--- config.mk ---
export PLATFORM = sky130hd
export DESIGN_NAME = cfg_boot_scan
export DESIGN_NICKNAME = d
export VERILOG_FILES = /design/src/rtl/cbs_pkg.sv /design/src/rtl/cbs_spi_byte.sv /design/src/rtl/cbs_out_reg.sv /design/src/rtl/cfg_boot_scan.sv
export SDC_FILE = /design/constraint.sdc
export NUM_CORES = 1
export LEC_CHECK = 0
export CAP_MARGIN = 20
export CELL_PAD_IN_SITES_DETAIL_PLACEMENT = 1
export CELL_PAD_IN_SITES_GLOBAL_PLACEMENT = 2
export CORE_MARGIN = 5
export CORE_UTILIZATION = 38
export DETAILED_ROUTE_END_ITERATION = 10
export DONT_BUFFER_PORTS = 1
export PLACE_DENSITY = 0.89
export REMOVE_ABC_BUFFERS = 1
export SLEW_MARGIN = 10
export SYNTH_ARGS = -nofsm -noshare
export SYNTH_HDL_FRONTEND = slang
export SYNTH_SLANG_ARGS = --single-unit
--- constraint.sdc ---
create_clock -name clk -period 2.49 [get_ports clk]
set_clock_uncertainty 0.1 [all_clocks]
set_input_delay 0.249 -clock clk [delete_from_list [all_inputs] [get_ports clk]]
set_output_delay 0.249 -clock clk [all_outputs]
set_load 0.05 [all_outputs]
--- src/rtl/cbs_pkg.sv ---
package cbs_pkg;
  localparam logic [7:0] CR_BYTE   = 8'h0D;
  localparam logic [7:0] RD_OPCODE = 8'h03;
  localparam logic [7:0] DUMMY_TX  = 8'hFF;

  typedef enum logic [1:0] {PASS_PROBE, PASS_HDR, PASS_BODY} pass_t;

  typedef enum logic [3:0] {
    ST_STRAP, ST_GAP, ST_SEND, ST_WAIT, ST_EVAL,
    ST_CRWAIT, ST_DRAIN, ST_NEXT, ST_END
  } state_t;

  // Expected header character at record offset idx ("BOOT")
  function automatic logic [7:0] hdr_char(input logic [1:0] idx);
    case (idx)
      2'd0:    return 8'h42;
      2'd1:    return 8'h4F;
      2'd2:    return 8'h4F;
      default: return 8'h54;
    endcase
  endfunction
endpackage

--- src/rtl/cbs_spi_byte.sv ---
// One-byte mode-3 shifter: SCK idles high, MOSI updates on the falling
// edge, MISO is captured on the rising edge.
module cbs_spi_byte #(
  parameter int CLK_DIV = 4
) (
  input  logic       clk,
  input  logic       rst,
  input  logic       start,
  input  logic [7:0] tx_byte,
  input  logic       miso,
  output logic       sck,
  output logic       mosi,
  output logic       busy,
  output logic       byte_done,
  output logic [7:0] rx_byte
);
  localparam int DIV_W = (CLK_DIV > 1) ? $clog2(CLK_DIV) : 1;

  logic [DIV_W-1:0] div_q;
  logic [2:0]       bit_q;
  logic [7:0]       tx_q;

  always_ff @(posedge clk) begin
    byte_done <= 1'b0;
    if (rst) begin
      sck     <= 1'b1;
      mosi    <= 1'b1;
      busy    <= 1'b0;
      div_q   <= '0;
      bit_q   <= '0;
      tx_q    <= '0;
      rx_byte <= '0;
    end else if (start && !busy) begin
      busy  <= 1'b1;
      tx_q  <= tx_byte;
      div_q <= '0;
      bit_q <= '0;
    end else if (busy) begin
      if (div_q == DIV_W'(CLK_DIV - 1)) begin
        div_q <= '0;
        if (sck) begin
          sck  <= 1'b0;
          mosi <= tx_q[7];
        end else begin
          sck     <= 1'b1;
          rx_byte <= {rx_byte[6:0], miso};
          tx_q    <= {tx_q[6:0], 1'b0};
          bit_q   <= bit_q + 3'd1;
          if (bit_q == 3'd7) begin
            busy      <= 1'b0;
            byte_done <= 1'b1;
          end
        end
      end else begin
        div_q <= div_q + DIV_W'(1);
      end
    end
  end
endmodule

--- src/rtl/cbs_out_reg.sv ---
// Single registered output slot with valid/ready handshake.
module cbs_out_reg #(
  parameter int DATA_W = 8
) (
  input  logic              clk,
  input  logic              rst,
  input  logic              load,
  input  logic [DATA_W-1:0] din,
  input  logic              ready,
  output logic              valid,
  output logic [DATA_W-1:0] dout
);
  always_ff @(posedge clk) begin
    if (rst) begin
      valid <= 1'b0;
      dout  <= '0;
    end else begin
      if (valid && ready) valid <= 1'b0;
      if (load) begin
        valid <= 1'b1;
        dout  <= din;
      end
    end
  end
endmodule

--- src/rtl/cfg_boot_scan.sv ---
module cfg_boot_scan
  import cbs_pkg::*;
#(
  parameter int          CLK_DIV   = 4,
  parameter int          ADDR_W    = 16,
  parameter int unsigned MAX_ADDR  = 65535,
  parameter int          PROBE_LEN = 10
) (
  input  logic       clk,
  input  logic       rst,
  input  logic       strap_en,
  output logic       spi_sck,
  output logic       spi_cs_n,
  output logic       spi_mosi,
  input  logic       spi_miso,
  output logic [7:0] out_data,
  output logic       out_valid,
  input  logic       out_ready,
  output logic       done,
  output logic       absent,
  output logic       error
);
  localparam int ADDR_BYTES = ADDR_W / 8;
  localparam int CMD_W      = $clog2(ADDR_BYTES + 2);
  localparam int GAP_CYC    = 2 * CLK_DIV;
  localparam int GAP_W      = $clog2(GAP_CYC + 1);
  localparam logic [CMD_W-1:0] CMD_DATA = CMD_W'(ADDR_BYTES + 1);

  state_t            state_q;
  pass_t             pass_q;
  logic [CMD_W-1:0]  cmd_q;
  logic [ADDR_W-1:0] addr_q;
  logic [GAP_W-1:0]  gap_q;
  logic [7:0]        cur_q;
  logic              cr_pend_q;

  logic       eng_start, eng_busy, eng_done;
  logic [7:0] eng_tx, eng_rx;
  logic       out_load;
  logic [7:0] out_din;

  cbs_spi_byte #(.CLK_DIV(CLK_DIV)) u_shift (
    .clk(clk), .rst(rst), .start(eng_start), .tx_byte(eng_tx),
    .miso(spi_miso), .sck(spi_sck), .mosi(spi_mosi), .busy(eng_busy),
    .byte_done(eng_done), .rx_byte(eng_rx)
  );

  cbs_out_reg #(.DATA_W(8)) u_out (
    .clk(clk), .rst(rst), .load(out_load), .din(out_din),
    .ready(out_ready), .valid(out_valid), .dout(out_data)
  );

  assign eng_start = (state_q == ST_SEND) && !eng_busy;

  always_comb begin
    if (cmd_q == '0)
      eng_tx = RD_OPCODE;
    else if (cmd_q < CMD_DATA)
      eng_tx = 8'(addr_q >> (8 * (ADDR_BYTES - int'(cmd_q))));
    else
      eng_tx = DUMMY_TX;
  end

  // A held CR is flushed ahead of the non-CR byte that follows it
  always_comb begin
    out_load = 1'b0;
    out_din  = cur_q;
    if (state_q == ST_EVAL && pass_q == PASS_BODY && cur_q != CR_BYTE) begin
      out_load = 1'b1;
      out_din  = cr_pend_q ? CR_BYTE : cur_q;
    end
  end

  always_ff @(posedge clk) begin
    if (rst) begin
      state_q   <= ST_STRAP;
      pass_q    <= PASS_PROBE;
      cmd_q     <= '0;
      addr_q    <= '0;
      gap_q     <= '0;
      cur_q     <= '0;
      cr_pend_q <= 1'b0;
      spi_cs_n  <= 1'b1;
      done      <= 1'b0;
      absent    <= 1'b0;
      error     <= 1'b0;
    end else begin
      case (state_q)
        ST_STRAP: begin
          gap_q <= '0;
          if (strap_en) state_q <= ST_GAP;
          else begin
            done    <= 1'b1;
            state_q <= ST_END;
          end
        end
        ST_GAP: begin
          spi_cs_n <= 1'b1;
          if (gap_q == GAP_W'(GAP_CYC - 1)) begin
            spi_cs_n  <= 1'b0;
            cmd_q     <= '0;
            addr_q    <= '0;
            cr_pend_q <= 1'b0;
            state_q   <= ST_SEND;
          end else begin
            gap_q <= gap_q + GAP_W'(1);
          end
        end
        ST_SEND: if (!eng_busy) state_q <= ST_WAIT;
        ST_WAIT: if (eng_done) begin
          if (cmd_q != CMD_DATA) begin
            cmd_q   <= cmd_q + CMD_W'(1);
            state_q <= ST_SEND;
          end else begin
            cur_q   <= eng_rx;
            state_q <= ST_EVAL;
          end
        end
        ST_EVAL: begin
          case (pass_q)
            PASS_PROBE: begin
              if (cur_q == CR_BYTE) begin
                spi_cs_n <= 1'b1;
                pass_q   <= PASS_HDR;
                gap_q    <= '0;
                state_q  <= ST_GAP;
              end else if (addr_q == ADDR_W'(PROBE_LEN - 1)) begin
                spi_cs_n <= 1'b1;
                absent   <= 1'b1;
                done     <= 1'b1;
                state_q  <= ST_END;
              end else begin
                addr_q  <= addr_q + ADDR_W'(1);
                state_q <= ST_SEND;
              end
            end
            PASS_HDR: begin
              if (cur_q != hdr_char(addr_q[1:0])) begin
                spi_cs_n <= 1'b1;
                pass_q   <= PASS_BODY;
                gap_q    <= '0;
                state_q  <= ST_GAP;
              end else begin
                if (addr_q[1:0] == 2'd3) pass_q <= PASS_BODY;
                state_q <= ST_NEXT;
              end
            end
            default: begin
              if (cur_q == CR_BYTE) begin
                if (cr_pend_q) begin
                  spi_cs_n <= 1'b1;
                  done     <= 1'b1;
                  state_q  <= ST_END;
                end else begin
                  cr_pend_q <= 1'b1;
                  state_q   <= ST_NEXT;
                end
              end else if (cr_pend_q) begin
                cr_pend_q <= 1'b0;
                state_q   <= ST_CRWAIT;
              end else begin
                state_q <= ST_DRAIN;
              end
            end
          endcase
        end
        ST_CRWAIT: if (!out_valid) state_q <= ST_EVAL;
        ST_DRAIN:  if (!out_valid) state_q <= ST_NEXT;
        ST_NEXT: begin
          if (addr_q == ADDR_W'(MAX_ADDR)) begin
            spi_cs_n <= 1'b1;
            error    <= 1'b1;
            done     <= 1'b1;
            state_q  <= ST_END;
          end else begin
            addr_q  <= addr_q + ADDR_W'(1);
            state_q <= ST_SEND;
          end
        end
        default: begin
          spi_cs_n <= 1'b1;
          state_q  <= ST_END;
        end
      endcase
    end
  end
endmodule

# == Word level (Yosys, flattened, before mapping) ==
# Index checks and enable logic that the tools add are counted.
# word_totals
out_inout_bits,15
regBits,75
# classes
order_cmp,1
reduce_logical,40
n_bitwise,7
eq_ne,49
addsub,6
muxes,75
n_shift,1
# ops
cell,count
two-way mux 8 bit,11
two-way mux 16 bit,5
two-way mux 4 bit,14
case mux 16 bit (3 select lines),1
"!= test 2 bit, second input constant",16
case mux 4 bit (8 select lines),1
right shift 16 x 32 -> 8 bit,1
two-way mux 1 bit,22
"== test 4 x 3 -> 1 bit, second input constant",5
AND reduction 4 bit,5
"adder 16 x 1 -> 16 bit, second input constant",1
"== test 16 bit, second input constant",1
"== test 16 x 4 -> 1 bit, second input constant",1
two-way mux 2 bit,8
case mux 4 bit (2 select lines),2
"!= test 3 bit, second input constant",5
AND reduction 3 bit,5
case mux 4 bit (3 select lines),1
AND reduction 6 bit,2
nonzero test 2 bit,6
case mux 5 bit (2 select lines),1
AND reduction 5 bit,2
OR reduction 5 bit,2
nonzero test 3 bit,3
other kinds (32),58

# == Longest topological paths before layout ==
# logic_depth
depth_word,10
ltp_mapped,9
mapped_depth_nobuf,8

# == Modules after synthesis ==
# From an unflattened synthesis, not the netlist that was laid out.
# hier_totals
hier_cells,498
area_unflattened_um2,4255.3
# by_module_without_submodules
mod,area_per_inst_um2,instances,cells_per_inst,seq_area_each_um2
cfg_boot_scan,2824.0,1,350,820.8
cbs_spi_byte,1109.8,1,118,500.5
cbs_out_reg,321.6,1,30,180.2

# == Worst setup path after synthesis ==
# No wires, ideal clock.
# synth_path
kind,register to register
start,register addr_q[1]
end,register addr_q[15]
n_path_buf,1
t_arrival_ns,2.051
path_stages_with_launch,10
required_ns,2.331
setup_ns,0.059
period_less_slack_ns,2.210
path_slack_ns,0.280
cell_sequence,dfxtp_1 inv_1 ha_1 nor4b_1 and4_1 o41ai_4 nand2_2 buf_6 or4_1 nand2_1
# synth_between
elab_chain_len,5
elab_cells_between_ends,11
classes_between,1 x add/sub; 4 x eq/ne; 5 x mux; 1 x reduce/logical
# synth_lines
item,line,text
"start, declared",cfg_boot_scan.sv:32,logic [ADDR_W-1:0] addr_q;
"start signal, assigned",cfg_boot_scan.sv:133,addr_q <= addr_q + ADDR_W'(1);
"start signal, assigned",cfg_boot_scan.sv:176,addr_q <= addr_q + ADDR_W'(1);
adder 16 x 1 -> 16 bit,"cfg_boot_scan.sv:133, cfg_boot_scan.sv:176",
two-way mux 16 bit,cfg_boot_scan.sv:127,end else if (addr_q == ADDR_W'(PROBE_LEN - 1)) begin
two-way mux 16 bit,cfg_boot_scan.sv:122,if (cur_q == CR_BYTE) begin
two-way mux 16 bit,cfg_boot_scan.sv:120,case (pass_q)
case mux 16 bit (3 select lines),cfg_boot_scan.sv:88,case (state_q)
# Parallel ways exist; a longest one is shown, timed or not. The select of a mux whose other input is x is not followed.
# A chain may end at the register's enable or synchronous reset.

# == Worst setup path in the final report ==
# layout_path
start,register addr_q[0]
end,register gap_q[1]
# layout_between
elab_chain_len,9
elab_cells_between_ends,11
classes_between,4 x eq/ne; 4 x mux; 3 x reduce/logical
# layout_lines
item,line,text
== test 2 bit or == test 2 x 1 -> 1 bit (tied branches),cbs_pkg.sv:15,case (idx)
OR reduction 2 bit (no source line),-,
case mux 5 bit (2 select lines) *,cbs_pkg.sv:15,
two-way mux 8 bit *,cfg_boot_scan.sv:120,
two-way mux 8 bit *,cfg_boot_scan.sv:88,
two-way mux 8 bit *,cfg_boot_scan.sv:75,if (rst) begin
!= test 8 bit *,cfg_boot_scan.sv:138,if (cur_q != hdr_char(addr_q[1:0])) begin
!= test 3 bit (no source line) *,-,
AND reduction 5 bit (no source line) *,-,
"end signal, assigned",cfg_boot_scan.sv:106,gap_q <= gap_q + GAP_W'(1);
"end, declared",cfg_boot_scan.sv:33,logic [GAP_W-1:0] gap_q;
# Every way passes the cells marked *; elsewhere a longest branch is shown, timed or not. The select of a mux whose other input is x is not followed.

==> impl_metrics.json <==
{
  "syn_avg_cell_area_um2": 7.997,
  "p_clk_share_pct": 37.1,
  "worst_ep_required_time_ns": 2.65,
  "drc": 0,
  "regArea_um2": 1503,
  "route.vias.total": 3604,
  "final_hold_viol_count": 0,
  "internal_power_mw": 1.782,
  "regToRegSetupSlack_ns": 0.11,
  "worst_r2r_endpoint": "gap_q[1]",
  "rows": 37,
  "root_buffer": "clkbuf_8",
  "ioPinCount": 20,
  "synthCells": 490,
  "crit_start": "addr_q[0]",
  "fillCellCount": 1260,
  "core_area_um2": 10180,
  "clock_latency_ns": 0.37,
  "clockBufferDepth": 2,
  "layout-drive-gt1-share_pct": 12.77,
  "synth_warnings": 0,
  "gr-total-overflow": 0,
  "end_kind": "flop",
  "fin_area_um2": 4448,
  "first_global_vias": 3734,
  "fin_crit_sh_pct": 95.61,
  "grt_pass1_wl_mm": 18.90,
  "synth_edf_count": 0,
  "tritoncts": "built",
  "place.gp.congestion": 0.8533,
  "dr.pass1.iters": 4,
  "powerDensity_nw_per_um2": 581.3,
  "dpl.hpwl_mm": 8.045,
  "dieArea_um2": 12440,
  "antenna_left": 0,
  "crit_path_max_fanout": 6,
  "synthToLayoutAreaGrowth_pct": 13.51,
  "crit_end": "gap_q[1]",
  "dp_cells": 623,
  "tightest_slew_ns": 0.5488,
  "relSlewSlack_pct": 63.41,
  "cts_made_buffers": 9,
  "max_freq_mhz": 420.1,
  "antenna_found_initial": 0,
  "run_status": "finished, final reports clean",
  "worstPathArrival_ns": 2.54,
  "path_clk_slew_ns": 0.10,
  "switching_share_pct": 31.07,
  "combPwrFrac_pct": 12.3,
  "reg2reg_depth": 9,
  "htreeDepth": 3,
  "max_cap_violations": 0,
  "fin_total_pwr_mw": 2.586,
  "synthArstFlopShare_pct": 0,
  "n_antenna_cell": 0,
  "synth_ff_type": "dfxtp_1",
  "start_util_pct": 38.48,
  "fp.dieW_um": 111.6,
  "nets": 522,
  "synth-seq-area-share_pct": 38.31,
  "vias_per_cell": 5.588,
  "drv_slew": 0,
  "start_kind": "flop",
  "clock-sinks": 75,
  "setup_viol": 0,
  "hold_path_class": "in2reg",
  "ir_drop_uv": 290.1,
  "yosysUniqueCellTypes": 60,
  "layout_min_cycle_time_ns": 2.381,
  "grt_use_total_pct": 18.24,
  "p_seq_share_pct": 50.6,
  "wl_mm": 11.18,
  "critPathKind": "reg2reg",
  "fin_tns_setup_ns": 0,
  "final_cells": 645,
  "switchingPower_mw": 0.8033,
  "multi_input_area_um2": 2242,
  "die_h_um": 111.6,
  "grt_max_degree": 62,
  "regToRegStartpoint": "addr_q[0]",
  "placed_area_um2": 4170,
  "wl_per_cell_um": 17.33,
  "syn_area_um2": 3919,
  "leakage_nw": 1.666,
  "drt_iter0_drc": 197,
  "port-buffer-count": 0,
  "ys_seq_elements": 75
}
## cell usage in the layout (no fill, tap or decap), drive strengths merged, types with 3 or more instances in the layout
cell    count
dfxtp      75
nand2      63
nor2       56
a21oi      54
buf        33
nor3       24
nand3      20
o21ai      18
mux2i      16
inv        15
ha         13
nor4       10
nand2b      9
clkbuf      9
and3        7
or3         7
nand4       6
mux2        6
nor4b       6
xnor2       5
xor2        5
a31oi       5
and4        3
nor3b       3
o211ai      3
nand3b      3
## how the worst min path moves through the flow
stage          start         end  slack [ns]  depth (start not counted)
6_report         rst    cmd_q[1]        0.04                          2
5_1_grt          rst    cmd_q[1]        0.05                          2
4_1_cts          rst    cmd_q[1]        0.03                          2
3_5_place_dp     rst  state_q[3]        0.23                          1
3_3_place_gp     rst    gap_q[1]        0.22                          1
2_1_floorplan    rst   addr_q[1]        0.22                          1
## per-stage QoR
stage	util, %	hold WS, ns	setup slack [ns]
6_report	43.67	0.03958	0.1094
5_1_grt	43.67	0.04850	-0.002691
4_1_cts	43.42	0.02506	0.09508
3_5_place_dp	40.95	0.2264	0.1284
3_3_place_gp	40.95	0.2249	0.2158
2_1_floorplan	-	0.2181	0.1807
## sequential cells by signal, indices dropped and copies added (netlist names), 3 cells and up
name / flops
addr_q: 16
u_shift.bit_q: 3
u_out.dout: 8
gap_q: 4
state_q: 4
u_shift.tx_q: 8
u_shift.rx_byte: 8
cur_q: 8
## logic make-up (layout without fill, tap and decap cells)
| logic type | count (synthesis) | in the layout | share of synthesized area, % |
|---|---|---|---|
| flops | 75 | 75 | 38.31 |
| buf+inv | 43 | 62 | 4.534 |
| xor+xnor | 10 | 10 | 2.235 |
| fa+ha+maj | 13 | 13 | 4.151 |
| compound gates | 102 | 102 | 16.16 |
| mux | 22 | 22 | 5.811 |
| simple gates | 225 | 225 | 28.80 |
## metal layers
| layer | part of all wire, % | up-vias | global-route usage (%) |
|---|---|---|---|
| met5 | 0 | - | 0 |
| li1 | - | 1764 | - |
| met4 | 2.0 | 0 | 6.002 |
| met1 | 46 | 1756 | 23.80 |
| met2 | 49 | 64 | 30.40 |
| met3 | 3.7 | 20 | 3.478 |
## cells in the mapped netlist (all sizes together) (2+ instances only)
cell type,count,area [um2]
dfxtp,75,1501
nand2,63,246.5
nor2,56,210.2
a21oi,54,270.3
nor3,24,125.1
clkbuf,23,86.33
nand3,20,100.1
o21ai,18,90.08
mux2i,16,160.2
ha,13,162.7
inv,11,41.29
nor4,10,62.56
buf,9,50.05
nand2b,9,56.30
and3,7,43.79
or3,7,43.79
mux2,6,67.56
nand4,6,37.54
nor4b,6,73.81
a31oi,5,31.28
xnor2,5,43.79
xor2,5,43.79
and4,3,26.28
nand3b,3,22.52
nor3b,3,22.52
o211ai,3,22.52
a211oi,2,15.01
a221oi,2,17.52
a32oi,2,36.29
and3b,2,17.52
o32ai,2,17.52
o41ai,2,36.29
or2,2,12.52
or4,2,15.01
## power by group through the flow
stage / clock [mW] / combinational [mW] / sequential [mW]
after floorplan: 0 / 0.185 / 1.33
after global placement: 0 / 0.266 / 1.33
after detailed placement: 0 / 0.276 / 1.34
after CTS: 0.989 / 0.303 / 1.31
after global routing: 1.03 / 0.352 / 1.31
final: 0.959 / 0.318 / 1.31
## worst max-delay path, stage by stage, from the launching register on
cell and delay (ns):
dfxtp_1 0.44, inv_1 0.12, ha_1 0.34, nor3_1 0.14, nor2_1 0.08, or3_1 0.44
o211ai_1 0.31, buf_4 0.17, or2_1 0.09, a21oi_1 0.05
## final cells by class
| cell class | count | area share (%) |
|---|---|---|
| inverters | 11 | 0.9283 |
| clock inverters | 7 | 1.800 |
| flip-flops and latches | 75 | 33.78 |
| well taps | 136 | 3.826 |
| clock buffers | 9 | 2.785 |
| repair buffers | 35 | 6.470 |
| multi-input cells | 372 | 50.41 |
## repair_timing
item,CTS,global route
gates resized for setup,0,2
setup buffers,0,3
endpoints found under the hold margin,61,0
setup endpoints to repair,0,8
hold buffers,3,0
Note: power is estimated with default switching activity, not from simulation.
